$ cat config.mk
export PLATFORM = sky130hd
export DESIGN_NAME = instr_cycle_ctrl
export DESIGN_NICKNAME = d
export VERILOG_FILES = /design/src/rtl/ic_pkg.sv /design/src/rtl/ic_sequencer.sv /design/src/rtl/ic_datapath.sv /design/src/rtl/instr_cycle_ctrl.sv
export SDC_FILE = /design/constraint.sdc
export NUM_CORES = 1
export LEC_CHECK = 0
export CORE_MARGIN = 4
export CORE_UTILIZATION = 40
export DETAILED_ROUTE_END_ITERATION = 7
export PLACE_DENSITY_LB_ADDON = 0.12
export SLEW_MARGIN = 10
export SYNTH_ARGS = -nofsm -noshare
export SYNTH_HDL_FRONTEND = slang
export SYNTH_SLANG_ARGS = --single-unit
$ cat constraint.sdc
create_clock -name clk_i -period 2.85 [get_ports clk_i]
set_input_delay 0.855 -clock clk_i [delete_from_list [all_inputs] [get_ports clk_i]]
set_output_delay 0.855 -clock clk_i [all_outputs]
set_load 0.05 [all_outputs]
$ cat src/rtl/ic_pkg.sv
`timescale 1ns/1ps
package ic_pkg;
  typedef enum logic [1:0] {
    CYC_FETCH = 2'd0,
    CYC_INDIR = 2'd1,
    CYC_EXEC  = 2'd2,
    CYC_IRQ   = 2'd3
  } cyc_e;

  typedef enum logic [1:0] {
    ST_T1 = 2'd0,
    ST_T2 = 2'd1,
    ST_T3 = 2'd2
  } step_e;

  localparam logic [2:0] OP_LOAD  = 3'd0;
  localparam logic [2:0] OP_STORE = 3'd1;
  localparam logic [2:0] OP_ADD   = 3'd2;
  localparam logic [2:0] OP_JUMP  = 3'd3;
  localparam logic [2:0] OP_EI    = 3'd4;
  localparam logic [2:0] OP_HALT  = 3'd7;
endpackage

$ cat src/rtl/ic_sequencer.sv
`timescale 1ns/1ps
module ic_sequencer
  import ic_pkg::*;
(
  input  logic  clk_i,
  input  logic  rst_ni,
  input  logic  ind_i,
  input  logic  irq_take_i,
  input  logic  halt_i,
  output cyc_e  cyc_o,
  output step_e step_o,
  output logic  halted_o
);
  cyc_e  cyc_q, cyc_nxt;
  step_e step_q;
  logic  halted_q;

  always_comb begin
    unique case (cyc_q)
      CYC_FETCH: cyc_nxt = ind_i ? CYC_INDIR : CYC_EXEC;
      CYC_INDIR: cyc_nxt = CYC_EXEC;
      CYC_EXEC:  cyc_nxt = irq_take_i ? CYC_IRQ : CYC_FETCH;
      default:   cyc_nxt = CYC_FETCH;
    endcase
  end

  always_ff @(posedge clk_i or negedge rst_ni) begin
    if (!rst_ni) begin
      cyc_q    <= CYC_FETCH;
      step_q   <= ST_T1;
      halted_q <= 1'b0;
    end else if (!halted_q) begin
      if (halt_i) begin
        halted_q <= 1'b1;
      end else begin
        unique case (step_q)
          ST_T1:   step_q <= ST_T2;
          ST_T2:   step_q <= ST_T3;
          default: begin
            step_q <= ST_T1;
            cyc_q  <= cyc_nxt;
          end
        endcase
      end
    end
  end

  assign cyc_o    = cyc_q;
  assign step_o   = step_q;
  assign halted_o = halted_q;

  assert_step_legal_R11: assert property (@(posedge clk_i) disable iff (!rst_ni)
    step_q != 2'd3);
  assert_step_wrap_R11: assert property (@(posedge clk_i) disable iff (!rst_ni)
    (!halted_q && step_q == ST_T3) |=> step_q == ST_T1);
  assert_cycle_hold_R11: assert property (@(posedge clk_i) disable iff (!rst_ni)
    (step_q != ST_T3) |=> $stable(cyc_q));
  assert_halt_sticky_R10: assert property (@(posedge clk_i) disable iff (!rst_ni)
    halted_q |=> (halted_q && $stable(step_q) && $stable(cyc_q)));
endmodule

$ cat src/rtl/ic_datapath.sv
`timescale 1ns/1ps
module ic_datapath
  import ic_pkg::*;
#(
  parameter int unsigned ADDR_W    = 12,
  parameter int unsigned OP_W      = 3,
  parameter int unsigned SAVE_ADDR = 0,
  parameter int unsigned ISR_ADDR  = 1,
  localparam int unsigned DW       = OP_W + 1 + ADDR_W
) (
  input  logic              clk_i,
  input  logic              rst_ni,
  input  cyc_e              cyc_i,
  input  step_e             step_i,
  input  logic [DW-1:0]     mem_rdata_i,
  output logic [ADDR_W-1:0] mem_addr_o,
  output logic [DW-1:0]     mem_wdata_o,
  output logic              mem_we_o,
  output logic [ADDR_W-1:0] pc_o,
  output logic [DW-1:0]     r1_o,
  output logic              ie_o,
  output logic [2:0]        op_o,
  output logic              mbr_ind_o
);
  localparam logic [ADDR_W-1:0] SAVE_A = ADDR_W'(SAVE_ADDR);
  localparam logic [ADDR_W-1:0] ISR_A  = ADDR_W'(ISR_ADDR);

  logic [ADDR_W-1:0] pc_q, mar_q, mar_d, ea;
  logic [DW-1:0]     mbr_q, ir_q, r1_q;
  logic              ie_q;
  logic [2:0]        op;
  logic              mem_op;

  assign op     = 3'(ir_q[DW-1 -: OP_W]);
  assign ea     = ir_q[ADDR_W-1:0];
  assign mem_op = (op == OP_LOAD) || (op == OP_STORE) || (op == OP_ADD);

  // next address register value drives the bus so memory samples it this edge
  always_comb begin
    mar_d = mar_q;
    unique case (cyc_i)
      CYC_FETCH: if (step_i == ST_T1) mar_d = pc_q;
      CYC_INDIR: if (step_i == ST_T1) mar_d = ea;
      CYC_EXEC:  if (step_i == ST_T1 && mem_op) mar_d = ea;
      default:   if (step_i == ST_T2) mar_d = SAVE_A;
    endcase
  end

  assign mem_we_o = (step_i == ST_T3) &&
                    ((cyc_i == CYC_EXEC && op == OP_STORE) || cyc_i == CYC_IRQ);

  always_ff @(posedge clk_i or negedge rst_ni) begin
    if (!rst_ni) begin
      pc_q  <= '0;
      mar_q <= '0;
      mbr_q <= '0;
      ir_q  <= '0;
      r1_q  <= '0;
      ie_q  <= 1'b0;
    end else begin
      mar_q <= mar_d;
      unique case (cyc_i)
        CYC_FETCH: begin
          if (step_i == ST_T2) begin
            mbr_q <= mem_rdata_i;
            pc_q  <= pc_q + 1'b1;
          end
          if (step_i == ST_T3) ir_q <= mbr_q;
        end
        CYC_INDIR: begin
          if (step_i == ST_T2) mbr_q <= mem_rdata_i;
          if (step_i == ST_T3) ir_q[ADDR_W-1:0] <= mbr_q[ADDR_W-1:0];
        end
        CYC_EXEC: begin
          if (step_i == ST_T1 && op == OP_JUMP) pc_q <= ea;
          if (step_i == ST_T1 && op == OP_EI)   ie_q <= 1'b1;
          if (step_i == ST_T2) begin
            if (op == OP_STORE) mbr_q <= r1_q;
            else if (op == OP_LOAD || op == OP_ADD) mbr_q <= mem_rdata_i;
          end
          if (step_i == ST_T3) begin
            if (op == OP_LOAD)     r1_q <= mbr_q;
            else if (op == OP_ADD) r1_q <= r1_q + mbr_q;
          end
        end
        default: begin
          if (step_i == ST_T1) begin
            mbr_q <= DW'(pc_q);
            ie_q  <= 1'b0;
          end
          if (step_i == ST_T2) pc_q <= ISR_A;
        end
      endcase
    end
  end

  assign mem_addr_o  = mar_d;
  assign mem_wdata_o = mbr_q;
  assign pc_o        = pc_q;
  assign r1_o        = r1_q;
  assign ie_o        = ie_q;
  assign op_o        = op;
  assign mbr_ind_o   = mbr_q[ADDR_W];

  assert_write_step_R5: assert property (@(posedge clk_i) disable iff (!rst_ni)
    mem_we_o |-> (step_i == ST_T3 && (cyc_i == CYC_EXEC || cyc_i == CYC_IRQ)));
  assert_pc_inc_R2: assert property (@(posedge clk_i) disable iff (!rst_ni)
    (cyc_i == CYC_FETCH && step_i == ST_T2) |=> pc_q == $past(pc_q) + 1'b1);
  assert_irq_mask_R7: assert property (@(posedge clk_i) disable iff (!rst_ni)
    (cyc_i == CYC_IRQ && step_i == ST_T1) |=> !ie_q);
  assert_irq_vector_R7: assert property (@(posedge clk_i) disable iff (!rst_ni)
    (cyc_i == CYC_IRQ && step_i == ST_T3) |-> (pc_q == ISR_A && mem_addr_o == SAVE_A));
  assert_r1_hold_R4: assert property (@(posedge clk_i) disable iff (!rst_ni)
    !(cyc_i == CYC_EXEC && step_i == ST_T3) |=> $stable(r1_q));
endmodule

$ cat src/rtl/instr_cycle_ctrl.sv
`timescale 1ns/1ps
module instr_cycle_ctrl
  import ic_pkg::*;
#(
  parameter int unsigned ADDR_W    = 12,
  parameter int unsigned OP_W      = 3,
  parameter int unsigned SAVE_ADDR = 0,
  parameter int unsigned ISR_ADDR  = 1,
  localparam int unsigned DW       = OP_W + 1 + ADDR_W
) (
  input  logic              clk_i,
  input  logic              rst_ni,
  input  logic              irq_i,
  input  logic [DW-1:0]     mem_rdata_i,
  output logic [ADDR_W-1:0] mem_addr_o,
  output logic [DW-1:0]     mem_wdata_o,
  output logic              mem_we_o,
  output logic [ADDR_W-1:0] pc_o,
  output logic [DW-1:0]     r1_o,
  output logic [1:0]        cycle_o,
  output logic [1:0]        step_o,
  output logic              halted_o
);
  cyc_e       cyc;
  step_e      step;
  logic       ie, mbr_ind, halted, halt_req;
  logic [2:0] op;

  assign halt_req = (cyc == CYC_EXEC) && (step == ST_T1) && (op == OP_HALT);

  ic_sequencer u_seq (
    .clk_i      (clk_i),
    .rst_ni     (rst_ni),
    .ind_i      (mbr_ind),
    .irq_take_i (irq_i & ie),
    .halt_i     (halt_req),
    .cyc_o      (cyc),
    .step_o     (step),
    .halted_o   (halted)
  );

  ic_datapath #(
    .ADDR_W    (ADDR_W),
    .OP_W      (OP_W),
    .SAVE_ADDR (SAVE_ADDR),
    .ISR_ADDR  (ISR_ADDR)
  ) u_dp (
    .clk_i       (clk_i),
    .rst_ni      (rst_ni),
    .cyc_i       (cyc),
    .step_i      (step),
    .mem_rdata_i (mem_rdata_i),
    .mem_addr_o  (mem_addr_o),
    .mem_wdata_o (mem_wdata_o),
    .mem_we_o    (mem_we_o),
    .pc_o        (pc_o),
    .r1_o        (r1_o),
    .ie_o        (ie),
    .op_o        (op),
    .mbr_ind_o   (mbr_ind)
  );

  assign cycle_o  = cyc;
  assign step_o   = step;
  assign halted_o = halted;

  assert_halted_no_write_R10: assert property (@(posedge clk_i) disable iff (!rst_ni)
    halted |-> !mem_we_o);
  assert_irq_gate_R8: assert property (@(posedge clk_i) disable iff (!rst_ni)
    (cyc == CYC_EXEC && step == ST_T3 && !ie) |=> cyc == CYC_FETCH);
endmodule

# ---- Word-level counts from Yosys, hierarchy flattened
# Index checks and enable logic that the tools add are counted.
# Widths: inputs -> output; s select.
dict set report word_totals {
  register_bits 78
  input_bits 19
  out_inout_bits 62
  elab_cells 94
}
dict set report op_classes {
  addsub 2
  eq_ne 18
  n_mux 29
  bitwise 6
  n_reduce_logical 29
}
# cell n
set op_table {}
lappend op_table {{$mux 16} 7}
lappend op_table {{$mux 12} 9}
lappend op_table {{$pmux 12 s3} 2}
lappend op_table {{$pmux 16 s2} 1}
lappend op_table {{$pmux 12 s2} 1}
lappend op_table {{$add 16x16->16} 1}
lappend op_table {{$ne 2x1->1 const B} 7}
lappend op_table {{$add 12x1->12 const B} 1}
lappend op_table {{$reduce_and 3->1} 4}
lappend op_table {{$reduce_and 4->1} 2}
lappend op_table {{$reduce_bool 2->1} 4}
lappend op_table {{$logic_and 1x1->1} 7}
lappend op_table {{$eq 2x2->1 const B} 3}
lappend op_table {{$eq 3x2->1 const B} 2}
lappend op_table {{$eq 3x3->1 const B} 2}
lappend op_table {{$pmux 2 s3} 1}
lappend op_table {{$not 1->1} 5}
lappend op_table {{$eq 2x1->1 const B} 2}
lappend op_table {{$logic_not 2->1} 2}
lappend op_table {{$logic_or 1x1->1} 4}
lappend op_table {{$mux 1} 4}
lappend op_table {{$mux 2} 2}
lappend op_table {{$pmux 2 s2} 1}
lappend op_table {{$reduce_and 2->1} 2}
lappend op_table {{7 further kinds} 8}

# ---- Depth between registers and ports, before layout
dict set report depth {
  ltp_word 6
  depth_mapped 9
  depth_no_buf 8
}

# ---- Modules after synthesis
# From an unflattened synthesis, not the netlist that was laid out.
dict set report hier_totals {
  cells_unflattened 513
  area_unflattened_um2 4695.8
}
# module n_inst cells_per_inst area_per_inst_um2
set modules_own_cells {}
lappend modules_own_cells {ic_datapath 1 489 4439.3}
lappend modules_own_cells {ic_sequencer 1 20 226.5}
lappend modules_own_cells {instr_cycle_ctrl 1 4 30.0}

# ---- Worst setup path after synthesis
# OpenSTA, ideal clock, no wires.
dict set report synth_timing {
  kind {register -> output}
  from {register u_seq.step_q[0] (netlist: u_seq.step_o[0])}
  to {output mem_addr_o[9]}
  arrival_time_ns 2.193
  required_ns 1.995
  setup_slack_ns -0.198
  stages_incl_launch_ff 7
  path_buffers 2
  path_cell_list {dfrtp_1 clkbuf_1 nor2_1 clkbuf_1 nor2_1 a211oi_1 a221o_1}
}
dict set report synth_between {
  elab_chain_cells 4
  word_cells_on_any_way 8
  cone_classes {eq/ne (1); mux (5); reduce/logical (2)}
}
# element line
set synth_lines {}
lappend synth_lines {{start, declared} ic_sequencer.sv:15} ;# step_e step_q;
lappend synth_lines {{start signal, assigned} ic_sequencer.sv:30} ;# step_q <= ST_T1;
lappend synth_lines {{start signal, assigned} ic_sequencer.sv:37} ;# ST_T1: step_q <= ST_T2;
lappend synth_lines {{start signal, assigned} ic_sequencer.sv:38} ;# ST_T2: step_q <= ST_T3;
lappend synth_lines {{$logic_not 2->1} {ic_datapath.sv:42, ic_datapath.sv:43, ic_datapath.sv:44}}
lappend synth_lines {{$logic_and 1x1->1} ic_datapath.sv:44} ;# CYC_EXEC: if (step_i == ST_T1 && mem_op) mar_d = ea;
lappend synth_lines {{$mux 12} ic_datapath.sv:44}
lappend synth_lines {{$pmux 12 s3 (*)} ic_datapath.sv:41} ;# unique case (cyc_i)
lappend synth_lines {{end, declared} instr_cycle_ctrl.sv:15} ;# output logic [ADDR_W-1:0] mem_addr_o,
# Every way passes the cells marked *; elsewhere a longest branch is shown, timed or not.

# ---- Worst setup path after layout
dict set report layout_timing {
  from {register u_seq.step_q[0] (netlist: u_seq.step_o[0])}
  to {output mem_addr_o[7]}
}
# Same word-level chain as after synthesis.

==> run metrics <==
clk buf depth=2; placed inst area=between 5000 and 6000 µm²; Pre-antenna DRT Iters=5; CTS root buffer=clkbuf_16; Post-synth top cells=dfrtp_1 (77), o21ai_0 (59), nand2_1 (58); post-synth top area cell=dfrtp_1; H-Tree Depth=3; Worst Skew=around 0.0064 ns; worst r2r src=u_dp.r1_o[0]$_DFFE_PN0P_; critical setup path kind=flop to output pin; Slew HR=0.425; Post-Syn Instances=about 540; Crit. End Element=output pin; nets=between 600 and 700; R2R Setup Slk=about 0.14 ns; commonest register cell after synthesis=dfrtp_1; Worst-Margin Slew=between 0.8 and 0.9 ns; Site Rows=39; WL/cell=19.3 µm; final slew viol count=0; WP data required=roughly 2.0 ns; max-cap violation count=0; number of global-route vias before repair=between 4k and 5k; sequential area share after synthesis=0.402; synthesis-to-finish area growth=34.7%; vias per cell=approximately 5.9; post-layout min period=between 2 and 3 ns; type of origin of the critical path=flop; vias post-DR=between 4k and 5k; CTS sink cnt=77; #FFs+latches synth=77; Avg Synthesized Cell Area=just under 9 µm²; Routability Congestion=0.858; RSZ-0062 raised after global routing=true; gr usage total=0.221; initial DRC count=around 300; Critical Path AT=between 1.5 and 2 ns; CTS tree=yes; top cell type's share of synthesized area=0.402; port buffer count=80; setup ws final=roughly 0.05 ns; outcome=finished clean; async set or reset register ratio after synthesis=1.00; Final Hold Viols=0; Core Region=11600 µm²; Ports=about 80; layout cells sized above 1=0.167; Routed Antenna Nets=0; Hold Crit Class=primary input to asynchronous set/reset pin; setup violators final=0; Place WS=approximately 0.19 ns; EDFF count, synth=0; CP startpoint=u_seq.step_o[0]$_DFFE_PN0P_; gr ovfl total=0; library cells used by synthesis=56; Die Span Y=117 µm; most frequent cell after synthesis=dfrtp_1; Mapped Area=about 4800 µm²; Max FO, Critical Path=14; R2R Path End=u_dp.r1_o[14]$_DFFE_PN0P_; Horiz. Die Dim=~120 µm; largest net degree at the start of global routing=42; Worst Setup EP=mem_addr_o[7]; final core occ=0.558; # diodes=0; Final Cycle Share=0.982; yosys warns=0; hold_buf cts=0; Design Area, Final=6450 µm²; total length of routed wires=around 15000 µm; CTS clk-pin slew, worst paths=0.06 ns; top cells by area, synth=dfrtp_1 (40%), o21ai_0 (6.2%), nand2_1 (4.5%); global-route wire length before repair=about 25000 µm; Starting Density=0.414; clk_lat worst skew=~0.34 ns; DP HPWL=10600 µm; antenna violations before repair=0; FMAX=~360 MHz; syn nets=between 500 and 600; Remaining DRCs=0; DIE AREA=approximately 14000 µm²; CTS Buf Count=9; R2R cell count=8
[critical path, stage by stage, from the launching register on]
cell and delay (ns):
dfrtp_2 0.51, nor3_2 0.20, a21oi_2 0.08, o21a_4 0.24, a221o_2 0.39, buf_12 0.16
[worst min path at each step]
stage,to,cells past startpoint,from,slack (ns)
6_report,u_dp.ie_o$_DFFE_PN0P_,1,rst_ni,0.50
3_3_place_gp,u_dp.ie_o$_DFFE_PN0P_,2,u_dp.ie_o$_DFFE_PN0P_,0.55
3_5_place_dp,u_dp.mar_q[9]$_DFF_PN0_,1,u_dp.mar_q[9]$_DFF_PN0_,0.55
5_1_grt,u_dp.ie_o$_DFFE_PN0P_,1,rst_ni,0.54
2_1_floorplan,u_dp.ie_o$_DFFE_PN0P_,2,u_dp.ie_o$_DFFE_PN0P_,0.52
4_1_cts,u_dp.ie_o$_DFFE_PN0P_,1,rst_ni,0.52
[logic make-up (layout without fill, tap and decap cells)]
family | after synthesis | count (layout) | synth area share
AO/OA/AOI/OAI | 185 | 186 | 0.253
AND/OR/NAND/NOR | 172 | 172 | 0.165
flip-flops | 77 | 77 | 0.402
buffers and inverters | 40 | 128 | 0.0337
multiplexers | 36 | 36 | 0.0800
adder cells (fa/ha/maj) | 17 | 17 | 0.0460
XOR/XNOR | 11 | 11 | 0.0201
[cell usage in the layout (no fill, tap or decap), types with 3 or more instances in the layout]
| cell | count |
|---|---|
| a211oi_1 | 14 |
| a21o_1 | 14 |
| a21oi_1 | 34 |
| a221o_1 | 3 |
| a221o_2 | 10 |
| a22o_1 | 5 |
| a22oi_1 | 5 |
| a31oi_1 | 8 |
| and2_1 | 4 |
| and3_1 | 10 |
| buf_12 | 17 |
| buf_4 | 28 |
| bufinv_16 | 4 |
| clkbuf_16 | 9 |
| clkdlybuf4s50_1 | 64 |
| dfrtp_1 | 74 |
| dfrtp_2 | 3 |
| ha_1 | 16 |
| inv_1 | 3 |
| mux2_2 | 18 |
| mux2i_1 | 18 |
| nand2_1 | 57 |
| nand2b_1 | 4 |
| nand3_1 | 7 |
| nor2_1 | 49 |
| nor2b_1 | 3 |
| nor3_1 | 16 |
| nor4_1 | 3 |
| o211ai_1 | 3 |
| o21ai_0 | 59 |
| o221ai_1 | 3 |
| o22ai_1 | 3 |
| o2bb2ai_1 | 5 |
| xnor2_1 | 7 |
| xor2_1 | 4 |
[timing repair]
item,in CTS,in global routing
gates resized for setup,9,3
buffers inserted,2,4
gates cloned,1,0
pin swaps,13,0
endpoints found under the setup margin,12,12
[registers in the layout, summed over array words and instances, names as in the netlist]
signal            flops
u_dp.ie_o             1
u_dp.ir_q            15
u_dp.mar_q           12
u_dp.mem_wdata_o     16
u_dp.pc_o            12
u_dp.r1_o            16
u_seq.cyc_o           2
u_seq.halted_o        1
u_seq.step_o          2
[per-layer routing]
layer,share of wire,GRT usage,wire (µm)
met1,0.46,0.289,6870
met2,0.46,0.357,6870
met3,0.054,0.0597,799
met4,0.019,0.0733,285
met5,0,0,0
[final cells by class]
type | instances | area (µm²)
clock buffer | 10 | 229
clock inverter | 6 | 135
fill | 1042 | 5110
inverter | 3 | 11.3
multi-input combinational | 422 | 2770
sequential | 77 | 1930
tap | 143 | 179
timing repair buffer | 109 | 1190
[metrics by stage]
stage,cells,hold WS (ns),TNS [ns]
floorplan,538,0.518,0
global placement,747,0.549,0
global route,770,0.537,-0.0537
CTS,766,0.518,0
detailed placement,747,0.549,0
finish,770,0.501,0
Power is not shown: default switching activity piles up to over one toggle a cycle in this logic, so the estimate is an artifact.
